<file path="src/rtl/capw_pkg.sv">
// Shared types and constants for the capability array walker.
// Assumes entries are 16-byte strided and that words are 4 bytes.
package capw_pkg;

    typedef enum logic [2:0] {
        S_IDLE,
        S_BOOT,
        S_HDR_ID,
        S_HDR_CNT,
        S_ENT_ID,
        S_ENT_OFF,
        S_DONE
    } walk_state_t;

    typedef enum logic [1:0] {
        PH_HDR_ID,
        PH_HDR_CNT,
        PH_ENT_ID,
        PH_ENT_OFF
    } rd_phase_t;

    localparam int CAPID_W    = 16;
    localparam int NUM_REQ    = 3;
    localparam int STRIDE_LG2 = 4;
    localparam int WORD_LG2   = 2;

    localparam int SLOT_STAT  = 0;
    localparam int SLOT_PMB   = 1;
    localparam int SLOT_MDEV  = 2;

endpackage

</file>
<file path="src/rtl/capw_addr.sv">
// Read address generator.
// Forms the byte address of the word named by the current read phase and entry index.
// Assumes CNT_W + STRIDE_LG2 fits in AW.
module capw_addr
    import capw_pkg::*;
#(
    parameter int AW    = 32,
    parameter int CNT_W = 16
) (
    input  logic [AW-1:0]    array_base,
    input  rd_phase_t        phase,
    input  logic [CNT_W-1:0] idx,
    output logic [AW-1:0]    rd_addr
);

    localparam int OFS_W = CNT_W + STRIDE_LG2;

    logic [CNT_W-1:0] ent_idx;
    logic             second_word;
    logic [OFS_W-1:0] ofs;

    // Select the entry number (0 for the header) and which word inside it.
    always_comb begin
        ent_idx     = '0;
        second_word = 1'b0;
        case (phase)
            PH_HDR_ID:  begin ent_idx = '0;  second_word = 1'b0; end
            PH_HDR_CNT: begin ent_idx = '0;  second_word = 1'b1; end
            PH_ENT_ID:  begin ent_idx = idx; second_word = 1'b0; end
            PH_ENT_OFF: begin ent_idx = idx; second_word = 1'b1; end
            default:    begin ent_idx = '0;  second_word = 1'b0; end
        endcase
    end

    // Combine the stride offset with the word offset and add the base.
    always_comb begin
        ofs     = {ent_idx, {STRIDE_LG2{1'b0}}} | OFS_W'({second_word, {WORD_LG2{1'b0}}});
        rd_addr = array_base + AW'(ofs);
    end

endmodule

</file>
<file path="src/rtl/capw_seq.sv">
// Walk sequencer.
// Steps through header id, header count, then id/offset word pairs for entries 1..count.
// Assumes CNT_W <= 16 and that the count field occupies bits [CNT_W-1:0] of the count word.
// The reset state launches a walk, so one begins as soon as reset is released.
module capw_seq
    import capw_pkg::*;
#(
    parameter int                 CNT_W    = 16,
    parameter logic [CAPID_W-1:0] ARRAY_ID = 16'h0000
) (
    input  logic               clk,
    input  logic               rst_n,
    input  logic               start,
    input  logic               rd_valid,
    input  logic [CAPID_W-1:0] rd_lo,
    output logic               rd_req,
    output rd_phase_t          phase,
    output logic [CNT_W-1:0]   idx,
    output logic               busy,
    output logic               clr,
    output logic               id_cap,
    output logic               off_cap,
    output logic               fin,
    output logic               nodev
);

    walk_state_t      state_q, state_d;
    logic [CNT_W-1:0] count_q;
    logic [CNT_W-1:0] idx_q;
    logic             nodev_q;
    logic             acc;
    logic             last_ent;

    assign acc      = rd_req & rd_valid;
    assign last_ent = (idx_q == count_q);

    // Decode read request and capture strobes from the state.
    always_comb begin
        rd_req  = (state_q == S_HDR_ID) || (state_q == S_HDR_CNT) ||
                  (state_q == S_ENT_ID) || (state_q == S_ENT_OFF);
        busy    = (state_q != S_IDLE);
        clr     = (state_q == S_BOOT);
        fin     = (state_q == S_DONE);
        id_cap  = acc && (state_q == S_ENT_ID);
        off_cap = acc && (state_q == S_ENT_OFF);
        idx     = idx_q;
        nodev   = nodev_q;
        case (state_q)
            S_HDR_CNT: phase = PH_HDR_CNT;
            S_ENT_ID:  phase = PH_ENT_ID;
            S_ENT_OFF: phase = PH_ENT_OFF;
            default:   phase = PH_HDR_ID;
        endcase
    end

    // Choose the next state from the current one and the read handshake.
    always_comb begin
        state_d = state_q;
        case (state_q)
            S_IDLE:    if (start) state_d = S_BOOT;
            S_BOOT:    state_d = S_HDR_ID;
            S_HDR_ID:  if (acc) state_d = (rd_lo == ARRAY_ID) ? S_HDR_CNT : S_DONE;
            S_HDR_CNT: if (acc) state_d = (rd_lo[CNT_W-1:0] == '0) ? S_DONE : S_ENT_ID;
            S_ENT_ID:  if (acc) state_d = S_ENT_OFF;
            S_ENT_OFF: if (acc) state_d = last_ent ? S_DONE : S_ENT_ID;
            S_DONE:    state_d = S_IDLE;
            default:   state_d = S_IDLE;
        endcase
    end

    // Register the state; reset lands in the launch state.
    always_ff @(posedge clk) begin
        if (!rst_n) state_q <= S_BOOT;
        else        state_q <= state_d;
    end

    // Track the entry count, the current entry index and the header verdict.
    always_ff @(posedge clk) begin
        if (!rst_n) begin
            count_q <= '0;
            idx_q   <= '0;
            nodev_q <= 1'b0;
        end else begin
            case (state_q)
                S_BOOT: begin
                    count_q <= '0;
                    idx_q   <= '0;
                    nodev_q <= 1'b0;
                end
                S_HDR_ID: if (acc && (rd_lo != ARRAY_ID)) nodev_q <= 1'b1;
                S_HDR_CNT: if (acc) begin
                    count_q <= rd_lo[CNT_W-1:0];
                    idx_q   <= CNT_W'(1);
                end
                S_ENT_OFF: if (acc && !last_ent) idx_q <= idx_q + CNT_W'(1);
                default: ;
            endcase
        end
    end

    // A start pulse during a walk must not relaunch it.
    p_start_ignored_r2: assert property (@(posedge clk) disable iff (!rst_n)
        (busy && start) |=> (state_q != S_BOOT));

    // Entry reads only address entries 1..count.
    p_idx_range_r5: assert property (@(posedge clk) disable iff (!rst_n)
        ((state_q == S_ENT_ID) || (state_q == S_ENT_OFF)) |->
            ((idx_q != '0) && (idx_q <= count_q)));

    // A header mismatch ends the walk right after the first read.
    p_nodev_stop_r4: assert property (@(posedge clk) disable iff (!rst_n)
        ((state_q == S_HDR_ID) && acc && (rd_lo != ARRAY_ID)) |=> (state_q == S_DONE));

endmodule

</file>
<file path="src/rtl/capw_capreg.sv">
// Capture and verdict registers.
// Latches each entry's identifier, dispatches the following offset word to the matching
// base register, and forms the verdict when the walk finishes.
// Assumes the identifier word is always read before its offset word.
module capw_capreg
    import capw_pkg::*;
#(
    parameter int                 AW      = 32,
    parameter logic [CAPID_W-1:0] ID_STAT = 16'h0001,
    parameter logic [CAPID_W-1:0] ID_PMB  = 16'h0002,
    parameter logic [CAPID_W-1:0] ID_SMB  = 16'h0003,
    parameter logic [CAPID_W-1:0] ID_MDEV = 16'h4000
) (
    input  logic               clk,
    input  logic               rst_n,
    input  logic               clr,
    input  logic               id_cap,
    input  logic               off_cap,
    input  logic               fin,
    input  logic               nodev,
    input  logic [31:0]        rd_data,
    input  logic [AW-1:0]      array_base,
    output logic [AW-1:0]      stat_base,
    output logic [AW-1:0]      mbox_base,
    output logic [AW-1:0]      mdev_base,
    output logic               sec_found,
    output logic [AW-1:0]      sec_base,
    output logic               done,
    output logic               ok,
    output logic               err_nodev,
    output logic               err_missing,
    output logic [NUM_REQ-1:0] missing_mask
);

    localparam logic [CAPID_W-1:0] REQ_ID [NUM_REQ] = '{ID_STAT, ID_PMB, ID_MDEV};

    logic [CAPID_W-1:0] ent_id_q;
    logic [AW-1:0]      new_base;
    logic [NUM_REQ-1:0] found;
    logic [AW-1:0]      base_w [NUM_REQ];
    logic               sec_q;
    logic [AW-1:0]      sec_base_q;

    assign new_base = array_base + AW'(rd_data);

    // Hold the identifier of the entry being read until its offset arrives.
    always_ff @(posedge clk) begin
        if (!rst_n)      ent_id_q <= '0;
        else if (clr)    ent_id_q <= '0;
        else if (id_cap) ent_id_q <= rd_data[CAPID_W-1:0];
    end

    // One base register and found flag for each required block.
    for (genvar gi = 0; gi < NUM_REQ; gi++) begin : g_slot
        logic [AW-1:0] q;
        logic          hit_q;

        // Record the base when an entry carries this slot's identifier; later entries win.
        always_ff @(posedge clk) begin
            if (!rst_n || clr) begin
                q     <= '0;
                hit_q <= 1'b0;
            end else if (off_cap && (ent_id_q == REQ_ID[gi])) begin
                q     <= new_base;
                hit_q <= 1'b1;
            end
        end

        assign base_w[gi] = q;
        assign found[gi]  = hit_q;
    end

    // Record the secondary mailbox, which never counts as a required block.
    always_ff @(posedge clk) begin
        if (!rst_n || clr) begin
            sec_q      <= 1'b0;
            sec_base_q <= '0;
        end else if (off_cap && (ent_id_q == ID_SMB)) begin
            sec_q      <= 1'b1;
            sec_base_q <= new_base;
        end
    end

    // Form the verdict and the end pulse when the sequencer finishes.
    always_ff @(posedge clk) begin
        if (!rst_n || clr) begin
            done         <= 1'b0;
            ok           <= 1'b0;
            err_nodev    <= 1'b0;
            err_missing  <= 1'b0;
            missing_mask <= '0;
        end else begin
            done <= fin;
            if (fin) begin
                ok           <= !nodev && (&found);
                err_nodev    <= nodev;
                err_missing  <= !nodev && !(&found);
                missing_mask <= nodev ? {NUM_REQ{1'b1}} : ~found;
            end
        end
    end

    assign stat_base = base_w[SLOT_STAT];
    assign mbox_base = base_w[SLOT_PMB];
    assign mdev_base = base_w[SLOT_MDEV];
    assign sec_found = sec_q;
    assign sec_base  = sec_base_q;

    // Exactly one of success and the two error outcomes at the end pulse.
    p_verdict_excl_r9: assert property (@(posedge clk) disable iff (!rst_n)
        done |-> (ok != (err_nodev || err_missing)) && !(err_nodev && err_missing));

    // Success never reports a missing block.
    p_ok_mask_r9: assert property (@(posedge clk) disable iff (!rst_n)
        (done && ok) |-> (missing_mask == '0));

    // Launching a walk wipes every recorded finding.
    p_clear_r2: assert property (@(posedge clk) disable iff (!rst_n)
        clr |=> (found == '0) && !sec_q && (stat_base == '0) && (mdev_base == '0));

endmodule

</file>
<file path="src/rtl/cap_array_walker.sv">
// Capability array walker, top level.
// Joins the sequencer, the address generator and the capture registers.
// Assumes array_base is held stable during a walk.
module cap_array_walker
    import capw_pkg::*;
#(
    parameter int                 AW       = 32,
    parameter int                 CNT_W    = 16,
    parameter logic [CAPID_W-1:0] ARRAY_ID = 16'h0000,
    parameter logic [CAPID_W-1:0] ID_STAT  = 16'h0001,
    parameter logic [CAPID_W-1:0] ID_PMB   = 16'h0002,
    parameter logic [CAPID_W-1:0] ID_SMB   = 16'h0003,
    parameter logic [CAPID_W-1:0] ID_MDEV  = 16'h4000
) (
    input  logic               clk,
    input  logic               rst_n,
    input  logic               start,
    input  logic [AW-1:0]      array_base,
    output logic               rd_req,
    output logic [AW-1:0]      rd_addr,
    input  logic               rd_valid,
    input  logic [31:0]        rd_data,
    output logic               busy,
    output logic               done,
    output logic               ok,
    output logic               err_nodev,
    output logic               err_missing,
    output logic [NUM_REQ-1:0] missing_mask,
    output logic [AW-1:0]      stat_base,
    output logic [AW-1:0]      mbox_base,
    output logic [AW-1:0]      mdev_base,
    output logic               sec_found,
    output logic [AW-1:0]      sec_base
);

    rd_phase_t        phase;
    logic [CNT_W-1:0] idx;
    logic             clr;
    logic             id_cap;
    logic             off_cap;
    logic             fin;
    logic             nodev;

    capw_seq #(
        .CNT_W    (CNT_W),
        .ARRAY_ID (ARRAY_ID)
    ) u_seq (
        .clk      (clk),
        .rst_n    (rst_n),
        .start    (start),
        .rd_valid (rd_valid),
        .rd_lo    (rd_data[CAPID_W-1:0]),
        .rd_req   (rd_req),
        .phase    (phase),
        .idx      (idx),
        .busy     (busy),
        .clr      (clr),
        .id_cap   (id_cap),
        .off_cap  (off_cap),
        .fin      (fin),
        .nodev    (nodev)
    );

    capw_addr #(
        .AW    (AW),
        .CNT_W (CNT_W)
    ) u_addr (
        .array_base (array_base),
        .phase      (phase),
        .idx        (idx),
        .rd_addr    (rd_addr)
    );

    capw_capreg #(
        .AW      (AW),
        .ID_STAT (ID_STAT),
        .ID_PMB  (ID_PMB),
        .ID_SMB  (ID_SMB),
        .ID_MDEV (ID_MDEV)
    ) u_capreg (
        .clk          (clk),
        .rst_n        (rst_n),
        .clr          (clr),
        .id_cap       (id_cap),
        .off_cap      (off_cap),
        .fin          (fin),
        .nodev        (nodev),
        .rd_data      (rd_data),
        .array_base   (array_base),
        .stat_base    (stat_base),
        .mbox_base    (mbox_base),
        .mdev_base    (mdev_base),
        .sec_found    (sec_found),
        .sec_base     (sec_base),
        .done         (done),
        .ok           (ok),
        .err_nodev    (err_nodev),
        .err_missing  (err_missing),
        .missing_mask (missing_mask)
    );

    // A pending read keeps its request and address until accepted.
    p_req_hold_r3: assert property (@(posedge clk) disable iff (!rst_n)
        (rd_req && !rd_valid) |=> (rd_req && $stable(rd_addr)));

    // The end pulse arrives only once the walker has gone idle.
    p_done_idle_r9: assert property (@(posedge clk) disable iff (!rst_n)
        done |-> !busy);

    // While idle and not started, results hold and no read goes out.
    p_hold_idle_r10: assert property (@(posedge clk) disable iff (!rst_n)
        (!busy && !start) |=> (!rd_req && $stable(ok) && $stable(missing_mask) &&
                               $stable(stat_base) && $stable(mbox_base) && $stable(mdev_base)));

endmodule

</file>
<file path="config.mk">
export PLATFORM = sky130hd
export DESIGN_NAME = cap_array_walker
export DESIGN_NICKNAME = d
export VERILOG_FILES = /design/src/rtl/capw_pkg.sv /design/src/rtl/capw_addr.sv /design/src/rtl/capw_seq.sv /design/src/rtl/capw_capreg.sv /design/src/rtl/cap_array_walker.sv
export SDC_FILE = /design/constraint.sdc
export NUM_CORES = 1
export LEC_CHECK = 0
export CORE_MARGIN = 10
export CORE_UTILIZATION = 45
export CTS_CLUSTER_SIZE = 30
export DETAILED_ROUTE_END_ITERATION = 16
export PLACE_DENSITY = 0.73
export REMOVE_ABC_BUFFERS = 1
export SLEW_MARGIN = 0
export SYNTH_ARGS = -nofsm -noshare
export SYNTH_HDL_FRONTEND = slang
export SYNTH_HIERARCHICAL = 1
export SYNTH_SLANG_ARGS = --single-unit
</file>
<file path="constraint.sdc">
create_clock -name clk -period 4 [get_ports clk]
set_input_delay 0.6 -clock clk [delete_from_list [all_inputs] [get_ports clk]]
set_output_delay 0.6 -clock clk [all_outputs]
set_load 0.05 [all_outputs]
</file>
==> impl_metrics.json, run 1 <==
{
  "outcome": "finished, final reports clean",
  "cts.sinks": 191,
  "timing.final.crit_share": 0.977,
  "ys_seq_area_frac": 0.359,
  "grt_max_degree": 99,
  "worstPathCellList": "nand2b_4 > inv_4 > buf_6 > and2_1 > ha_1 > nand3_1 > or2_0 > o221a_4 > a211oi_4 > nand3_1 > xnor2_1 > buf_12",
  "clock_path_buffers": 2,
  "arrival_ns": 3.31,
  "htree_levels": 4,
  "p_per_area_nw_per_um2": 368,
  "cts_tree": "done",
  "p_total_uw": 5330,
  "grt_pass1_wl_um": 58200,
  "ys_warn_count": 6,
  "synth_cell_types": 80,
  "cts_root_buffer": "clkbuf_16",
  "avgSynthCellArea_sq_um": 7.88,
  "hold_buffers": 0,
  "fin_cells": 1896,
  "fin_nets": 1682,
  "setup_violations": 0,
  "start_util": 0.455,
  "finalWorstSetupSlack_ns": 0.0933,
  "maxSlewViolCount": 0,
  "gp_congestion": 0.920,
  "fmax_mhz": 256,
  "wl_per_cell_um": 19.7,
  "drtIter0Drc": 1048,
  "grt.overflow.total": 0,
  "cp_slowest_stage_delay_ns": 0.38,
  "grt_setup_unrepaired": "true",
  "netlist.area_leader.share": 0.359,
  "port_buffers": 237,
  "crit_path_max_fanout": 19,
  "antenna_found_initial": 0,
  "cap_violations": 0,
  "worst_path_max_delay_cell": "ha_1",
  "max_slew.worst_pin.slew_ns": 0.792,
  "async_reset_ff_frac": 0,
  "ys.flop_type": "dfxtp_1",
  "cp-end-kind": "output port",
  "critPathMostFrequentCell": "nand3_1",
  "slew_headroom": 0.470,
  "synth_area_sq_um": 10600,
  "peakVddDrop_mv": 0.350,
  "routed_wl_um": 37400,
  "nFillCells": 2079,
  "ioPinCount": 238,
  "numCtsBuffers": 17,
  "synth_cells": 1350,
  "start_kind": "flop",
  "period_minus_slack_ns": 3.91,
  "hp-class": "reg -> reg",
  "coreArea_sq_um": 23400,
  "worstSetupPathType": "reg -> out",
  "syn_to_final_growth_pct": 36.3,
  "vias_per_cell": 5.70,
  "drc": 0,
  "cp.required_ns": 3.40,
  "place_ws_ns": 0.208,
  "track_usage": 0.236,
  "synth_top_area_cell": "dfxtp_1",
  "tns_ns": 0,
  "dieArea_sq_um": 30200,
  "dp_hpwl_um": 28000,
  "ys_top_cells_by_area": "dfxtp_1 36%, nand2_1 8.7%, a21oi_1 7.2%, ha_1 5.9%, nand3_1 3.2%",
  "path_buf_inv": 3,
  "skew_ns": 0.00943,
  "fp.dieW_um": 174,
  "num_vias": 10810,
  "postRouteAntennaNets": 0,
  "synth-edff-count": 0,
  "clock_latency_ns": 0.44,
  "final_hold_viol_count": 0,
  "synth_seq_cells": 191,
  "dp.cells": 1857,
  "hold_ws_ns": 0.454,
  "clk_pin_slew_worst_paths_ns": 0.08,
  "drt_first_pass_iters": 6,
  "p_leak_uw": 0.00520,
  "rows": 56,
  "die-height_um": 174,
  "drive_above_1_share": 0.110,
  "cp_top_family": "simple AND/OR/NAND/NOR gates",
  "grt_pass1_vias": 10346
}
sequential cells by signal (all words and copies together) (netlist names):
name and flops:
u_seq/count_q 16, u_capreg/sec_base 32, u_capreg/ent_id_q 16, u_seq/state_q 3, u_seq/idx 16, u_capreg/done 1
u_capreg/missing_mask 3, u_capreg/sec_found 1, u_seq/nodev 1, u_capreg/mbox_base 32, u_capreg/err_nodev 1, u_capreg/mdev_base 32
u_capreg/g_slot.hit_q 3, u_capreg/stat_base 32, u_capreg/ok 1, u_capreg/err_missing 1
cell usage after synthesis, drive strengths merged (5+ instances only):
cell / count
nor2: 86
a21oi: 156
or3b: 6
and4: 5
clkbuf: 72
xor2: 30
o21bai: 6
o21ai: 67
a31oi: 9
o211ai: 15
and2: 23
nor4: 11
and3: 21
nand4: 22
nor2b: 8
nand2: 246
mux2i: 19
inv: 10
or3: 14
a21boi: 24
nand3b: 8
nor3: 17
nand3: 69
ha: 50
nand2b: 11
a211oi: 15
o21a: 11
buf: 17
xnor2: 34
o31ai: 8
a21o: 17
dfxtp: 191
o221a: 6
layout by cell type, fill, tap and decap left out, types with 8 or more instances in the layout:
cell type / synthesis / routed
nand4_1: 21 / 21
nor3_1: 17 / 17
inv_1: 10 / 9
nand3_1: 69 / 68
nand2_1: 246 / 246
a21o_1: 17 / 17
buf_12: 0 / 25
or3_1: 14 / 14
ha_1: 50 / 44
a21boi_0: 21 / 20
o21ai_0: 55 / 54
nand3b_1: 8 / 8
and3_1: 20 / 20
nor2_1: 86 / 84
o211ai_1: 14 / 14
a211oi_1: 12 / 11
o21ai_1: 8 / 8
o21a_1: 11 / 11
a21oi_1: 154 / 154
clkdlybuf4s50_1: 0 / 211
o31ai_1: 8 / 8
buf_4: 4 / 44
dfxtp_1: 191 / 189
clkbuf_16: 0 / 18
nand2b_1: 11 / 9
xnor2_1: 34 / 29
mux2i_1: 19 / 19
xor2_1: 30 / 28
and2_1: 22 / 20
worst min-delay path: stages, from the launching register on:
cell,delay [ns]
dfxtp_1,0.31
nand2_1,0.05
a21oi_1,0.05
through the flow:
stage | instance area, sq um | utilization
finish | 14500 | 0.620
CTS | 14300 | 0.613
detailed placement | 13600 | 0.583
floorplan | 10300 | -
global route | 14500 | 0.620
global placement | 13600 | 0.583
cells by family after synthesis:
family          Yosys count  synth area share
compound gates          367             0.221
xor+xnor                 64            0.0527
fa+ha+maj                51            0.0607
buf+inv                 100            0.0394
flops                   191             0.359
mux                      19            0.0179
simple gates            558             0.250
layout make-up:
| class | count | area (sq um) | area share |
|---|---|---|---|
| Antenna cell | 1 | 2.50 | 0.000173 |
| Clock buffer | 17 | 425 | 0.0293 |
| Clock inverter | 15 | 201 | 0.0139 |
| Inverter | 11 | 43.8 | 0.00302 |
| Multi-Input combinational cell | 1059 | 6590 | 0.455 |
| Sequential cell | 191 | 3830 | 0.264 |
| Tap cell | 319 | 399 | 0.0275 |
| Timing Repair Buffer | 283 | 3010 | 0.208 |
report_power, final:
part	leakage (uW)	internal [uW]	switching, uW
Clock	0.000301	868	923
Sequential	0.00154	1940	38.9
Combinational	0.00336	533	1030
metal layers:
layer | vias up | routed length, um | track usage
li1 | 5204 | - | -
met1 | 5080 | 16100 | 0.294
met4 | 0 | 824 | 0.0645
met3 | 61 | 2980 | 0.0667
met5 | - | 0 | 0
met2 | 465 | 17500 | 0.389
path summary, 6_finish.rpt:
path                                        startpoint                     end  slack, ns  cells past startpoint
worst max-delay path                  u_seq/state_q[1]             rd_addr[31]       0.09                     12
worst min-delay path            u_capreg/mdev_base[30]  u_capreg/mdev_base[30]       0.45                      2
worst max register to register        u_seq/state_q[1]  u_capreg/mdev_base[19]       0.75                     11
worst min register to register  u_capreg/mdev_base[30]  u_capreg/mdev_base[30]       0.45                      2
timing repair:
item,in CTS,in global routing
pin swaps,5,8
buffers inserted,1,5
setup endpoints to repair,12,13
endpoints found under the hold margin,0,0
gates resized for setup,15,24
Power figures use the tool's default switching activity.
==> run 2: changes to the inputs <==
CORE_UTILIZATION = 51   (was 45)
PLACE_DENSITY = 0.81   (was 0.73)
==> run 2 against run 1 <==
Largest cell class unchanged. Cell count fell by 3.0%. Utilization increased by 8.2 points. Clock skew up 0.0097 ns. Sequential power hardly changed. Non-clock buffer count fell by 7.
==> impl_metrics.json, run 2 (same netlist as run 1, synthesis figures left out) <==
{
  "outcome": "finished, final reports clean",
  "place_ws_ns": 0.182,
  "finalInstanceArea_sq_um": 14300,
  "nFillCells": 1686,
  "port_buffers": 237,
  "dp_hpwl_um": 27500,
  "wl_per_cell_um": 19.9,
  "drive_above_1_share": 0.0982,
  "track_usage": 0.255,
  "antenna_found_initial": 0,
  "final_common_cell": "nand2_1",
  "cap_violations": 0,
  "hold_path_depth": 2,
  "holdPathEnd": "u_capreg/sec_base[11]",
  "finalWorstSetupSlack_ns": 0.107,
  "final_hold_viol_count": 0,
  "clock_latency_ns": 0.45,
  "worstHoldStart": "u_capreg/sec_base[11]",
  "timing.final.crit_share": 0.973,
  "crit_path_max_fanout": 19,
  "hold_buffers": 0,
  "mostFrequentLayoutCells": "246 x nand2_1, 211 x clkdlybuf4s50_1, 189 x dfxtp_1",
  "combPwrFrac": 0.291,
  "cts_root_buffer": "clkbuf_16",
  "vias_per_cell": 5.94,
  "ioPinCount": 238,
  "num_vias": 10928,
  "power_switching_uw": 1980,
  "fp.dieW_um": 164,
  "r2r-end": "u_capreg/mdev_base[19]",
  "grt_max_degree": 102,
  "rr_worst_depth": 11,
  "cp-end-kind": "output port",
  "p_per_area_nw_per_um2": 376,
  "drt_first_pass_iters": 6,
  "hp-class": "reg -> reg",
  "clk_pin_slew_worst_paths_ns": 0.08,
  "fin_nets": 1675,
  "fmax_mhz": 257,
  "die-height_um": 164,
  "dieArea_sq_um": 27000,
  "cts.sinks": 191,
  "cp.required_ns": 3.40,
  "rows": 52,
  "placed_area_sq_um": 13500,
  "syn_to_final_growth_pct": 34.4,
  "grt.overflow.total": 0,
  "routed_wl_um": 36600,
  "postRouteAntennaNets": 0,
  "htree_levels": 4,
  "setup_violations": 0,
  "r2r-start": "u_seq/state_q[1]",
  "drtIter0Drc": 972,
  "maxSlewViolCount": 0,
  "start_util": 0.523,
  "pwr-share-seq": 0.367,
  "numCtsBuffers": 17,
  "drc": 0,
  "grt_pass1_wl_um": 56200,
  "clock_path_buffers": 2,
  "slew_headroom": 0.537,
  "multi_input_area_sq_um": 6530,
  "hold_ws_ns": 0.456,
  "gp_congestion": 0.967,
  "grt_pass1_vias": 10214,
  "start_kind": "flop",
  "p_clk_frac": 0.342,
  "arrival_ns": 3.29,
  "p_total_uw": 5370,
  "p_leak_uw": 0.00515,
  "period_minus_slack_ns": 3.89,
  "swShare": 0.368,
  "coreArea_sq_um": 20400,
  "p_int_uw": 3390,
  "regArea_sq_um": 3830,
  "peakVddDrop_mv": 0.419,
  "worstSetupPathType": "reg -> out",
  "cts_tree": "done",
  "max_slew.worst_pin.slew_ns": 0.695,
  "tns_ns": 0,
  "rrSetupSlack_ns": 0.88,
  "skew_ns": 0.0191
}
-- run 2: cell count changes in the layout (fill, tap and decap cells not counted), sizes merged --
cell and change:
buf -6, bufinv +1, clkbuf -1, clkinv -2
inv +1
-- run 2: worst max path at each step --
stage	start	endpoint	slack [ns]
detailed placement	array_base[4]	rd_addr[19]	0.18
global route	u_seq/state_q[1]	rd_addr[19]	-0.02
floorplan	u_seq/state_q[1]	rd_addr[20]	-0.26
finish	u_seq/state_q[1]	rd_addr[31]	0.11
global placement	array_base[4]	rd_addr[19]	0.26
CTS	u_seq/state_q[1]	rd_addr[18]	0.01
-- run 2: final cells by class --
cell class,instances,share of cell area
diodes,1,0.000175
clock buffers,17,0.0297
clock inverters,15,0.0150
inverters,11,0.00289
multi-input cells,1059,0.456
flip-flops and latches,191,0.268
well taps,270,0.0236
repair buffers,276,0.205
-- run 2: per-layer routing --
layer | share of wire | global-route usage | wire, um | vias to the layer above
met1 | 0.41 | 0.317 | 15000 | 5167
li1 | - | - | - | 5193
met4 | 0.024 | 0.0781 | 897 | 0
met2 | 0.48 | 0.432 | 17500 | 500
met5 | 0 | 0 | 0 | -
met3 | 0.089 | 0.0578 | 3270 | 68
-- run 2: worst max-delay path, cell delays in order, from the launching register on --
cell       delay (ns)
dfxtp_2          0.34
nand2b_4         0.13
inv_2            0.05
buf_6            0.15
and2_1           0.15
ha_1             0.32
o21ai_0          0.10
buf_4            0.17
o2bb2ai_2        0.18
o221a_4          0.28
a211oi_4         0.36
nand3_1          0.15
xnor2_1          0.27
buf_12           0.18
-- run 2: power groups by stage --
| stage | sequential, uW | combinational, uW | clock, uW |
|---|---|---|---|
| after floorplan | 2020 | 897 | 0 |
| after global placement | 2010 | 1470 | 0 |
| after detailed placement | 2010 | 1480 | 0 |
| after CTS | 1970 | 1510 | 1860 |
| after global routing | 1980 | 1660 | 1920 |
| final | 1970 | 1570 | 1840 |
-- run 2: repair_timing --
item | 4_1_cts | 5_1_grt
endpoints found under the setup margin | 15 | 13
gates resized for setup | 7 | 14
setup buffers | 4 | 2
pin swaps | 5 | 6
cloned | 0 | 0
-- run 2: stage by stage --
| stage | utilization | std cells |
|---|---|---|
| 2_1_floorplan | - | 1261 |
| 3_3_place_gp | 0.663 | 1801 |
| 3_5_place_dp | 0.663 | 1801 |
| 4_1_cts | 0.698 | 1837 |
| 5_1_grt | 0.702 | 1839 |
| 6_report | 0.702 | 1840 |
==> run 3: changes to the inputs <==
RECOVER_POWER = 100   (was unset)
==> run 3 against run 2 <==
The flow now finishes with violations (capacitance limit, slew limit). Clock skew about the same. Largest cell class unchanged. Via count increased by 0.60%. Fmax down 0.31%. Highest routed layer unchanged. Largest power group unchanged.
==> impl_metrics.json, run 3 (same netlist as run 1, synthesis figures left out) <==
{
  "outcome": "complete, but fails checks",
  "violations": "capacitance limit, slew limit",
  "holdPathEnd": "u_capreg/sec_base[11]",
  "syn_to_final_growth_pct": 32.1,
  "rr_worst_depth": 11,
  "mostFrequentLayoutCells": "246 x nand2_1, 189 x dfxtp_1, 155 x a21oi_1",
  "placed_area_sq_um": 13500,
  "power_switching_uw": 1970,
  "ioPinCount": 238,
  "start_util": 0.523,
  "max_slew.worst_pin.slew_ns": 1.78,
  "worstSetupPathType": "reg -> out",
  "drtIter0Drc": 950,
  "hold_path_depth": 2,
  "port_buffers": 237,
  "cts.sinks": 191,
  "crit_path_max_fanout": 19,
  "clock_latency_ns": 0.45,
  "fin_util": 0.691,
  "cp-end-kind": "output port",
  "final_common_cell": "nand2_1",
  "dieArea_sq_um": 27000,
  "pwr-share-seq": 0.371,
  "p_int_uw": 3340,
  "slew_headroom": -0.188,
  "grt_max_degree": 102,
  "fin_cells": 1840,
  "coreArea_sq_um": 20400,
  "r2r-end": "u_capreg/sec_base[25]",
  "fin_nets": 1675,
  "num_vias": 10994,
  "rows": 52,
  "cts_root_buffer": "clkbuf_16",
  "finalInstanceArea_sq_um": 14100,
  "postRouteAntennaNets": 0,
  "antenna_found_initial": 0,
  "arrival_ns": 3.31,
  "grt_pass1_wl_um": 56200,
  "final_hold_viol_count": 0,
  "skew_ns": 0.0187,
  "p_leak_uw": 0.00554,
  "timing.final.crit_share": 0.976,
  "start_kind": "flop",
  "p_clk_frac": 0.347,
  "peakVddDrop_mv": 0.407,
  "wl_per_cell_um": 20.0,
  "hp-class": "reg -> reg",
  "grt.overflow.total": 0,
  "dp_hpwl_um": 27500,
  "cts_tree": "done",
  "track_usage": 0.255,
  "worstHoldStart": "u_capreg/sec_base[11]",
  "drt_first_pass_iters": 6,
  "vias_per_cell": 5.98,
  "cap_violations": 1,
  "rrSetupSlack_ns": 0.50,
  "hold_buffers": 0,
  "cp.required_ns": 3.40,
  "p_per_area_nw_per_um2": 378,
  "clock_path_buffers": 2,
  "r2r-start": "u_seq/state_q[1]",
  "maxSlewViolCount": 26,
  "period_minus_slack_ns": 3.91,
  "dp.cells": 1801,
  "gp_congestion": 0.967,
  "combPwrFrac": 0.282,
  "drc": 0,
  "numCtsBuffers": 17,
  "clk_pin_slew_worst_paths_ns": 0.08,
  "fmax_mhz": 256,
  "tns_ns": 0,
  "swShare": 0.371,
  "setup_violations": 0,
  "routed_wl_um": 36800,
  "htree_levels": 4,
  "fp.dieW_um": 164,
  "grt_pass1_vias": 10214,
  "drive_above_1_share": 0.0803,
  "die-height_um": 164
}
run 3: changes by cell type in the layout (fill, tap and decap cells not counted), moves of 5 or more:
cell,previous run,this run
clkbuf_2,0,5
clkbuf_1,0,14
dlygate4sd3_1,0,148
buf_12,24,13
clkdlybuf4s50_1,211,63
buf_4,39,27
run 3: power groups by stage:
stage	clock, uW	combinational, uW	sequential [uW]
finish	1840	1500	1970
CTS	1860	1510	1970
detailed placement	0	1480	2010
floorplan	0	897	2020
global route	1920	1590	1980
global placement	0	1470	2010
run 3: critical path: stages (launching register included):
cell,delay (ns)
dfxtp_2,0.34
nand2b_4,0.13
inv_2,0.05
buf_6,0.15
and2_1,0.15
ha_1,0.32
o21ai_0,0.10
buf_4,0.17
o2bb2ai_2,0.18
o221a_4,0.28
a211oi_4,0.37
nand3_1,0.15
xnor2_1,0.27
buf_12,0.18
run 3: area by class of cell:
| class | instances | area (sq um) |
|---|---|---|
| diodes | 1 | 2.50 |
| clock buffers | 17 | 425 |
| clock inverters | 15 | 215 |
| fillers | 1737 | 6300 |
| inverters | 11 | 41.3 |
| multi-input cells | 1059 | 6470 |
| flip-flops and latches | 191 | 3830 |
| well taps | 270 | 338 |
| repair buffers | 276 | 2750 |
run 3: worst max-delay path by stage:
| stage | start | endpoint | slack, ns | cells past startpoint |
|---|---|---|---|---|
| global route | u_seq/state_q[1] | rd_addr[19] | -0.02 | 13 |
| floorplan | u_seq/state_q[1] | rd_addr[20] | -0.26 | 13 |
| detailed placement | array_base[4] | rd_addr[19] | 0.18 | 9 |
| CTS | u_seq/state_q[1] | rd_addr[18] | 0.01 | 16 |
| global placement | array_base[4] | rd_addr[19] | 0.26 | 9 |
| finish | u_seq/state_q[1] | rd_addr[31] | 0.09 | 13 |
run 3: timing repair:
action,4_1_cts,5_1_grt
pin swaps,5,6
setup buffers,4,2
setup endpoints to repair,15,13
endpoints found under the hold margin,0,0
gates resized for setup,7,14
run 3: layer usage:
metal	wire length (um)	track usage	vias up
li1	-	-	5206
met1	15000	0.317	5193
met2	17700	0.432	539
met3	3340	0.0578	56
met4	742	0.0781	0
met5	0	0	-
run 3: stage by stage:
step           setup WS [ns]  total power (uW)  hold slack, ns
6_report              0.0949              5310           0.453
2_1_floorplan         -0.259              2920           0.447
3_5_place_dp           0.182              3490           0.445
3_3_place_gp           0.260              3480           0.441
5_1_grt              -0.0184              5480           0.473
4_1_cts               0.0130              5330           0.456
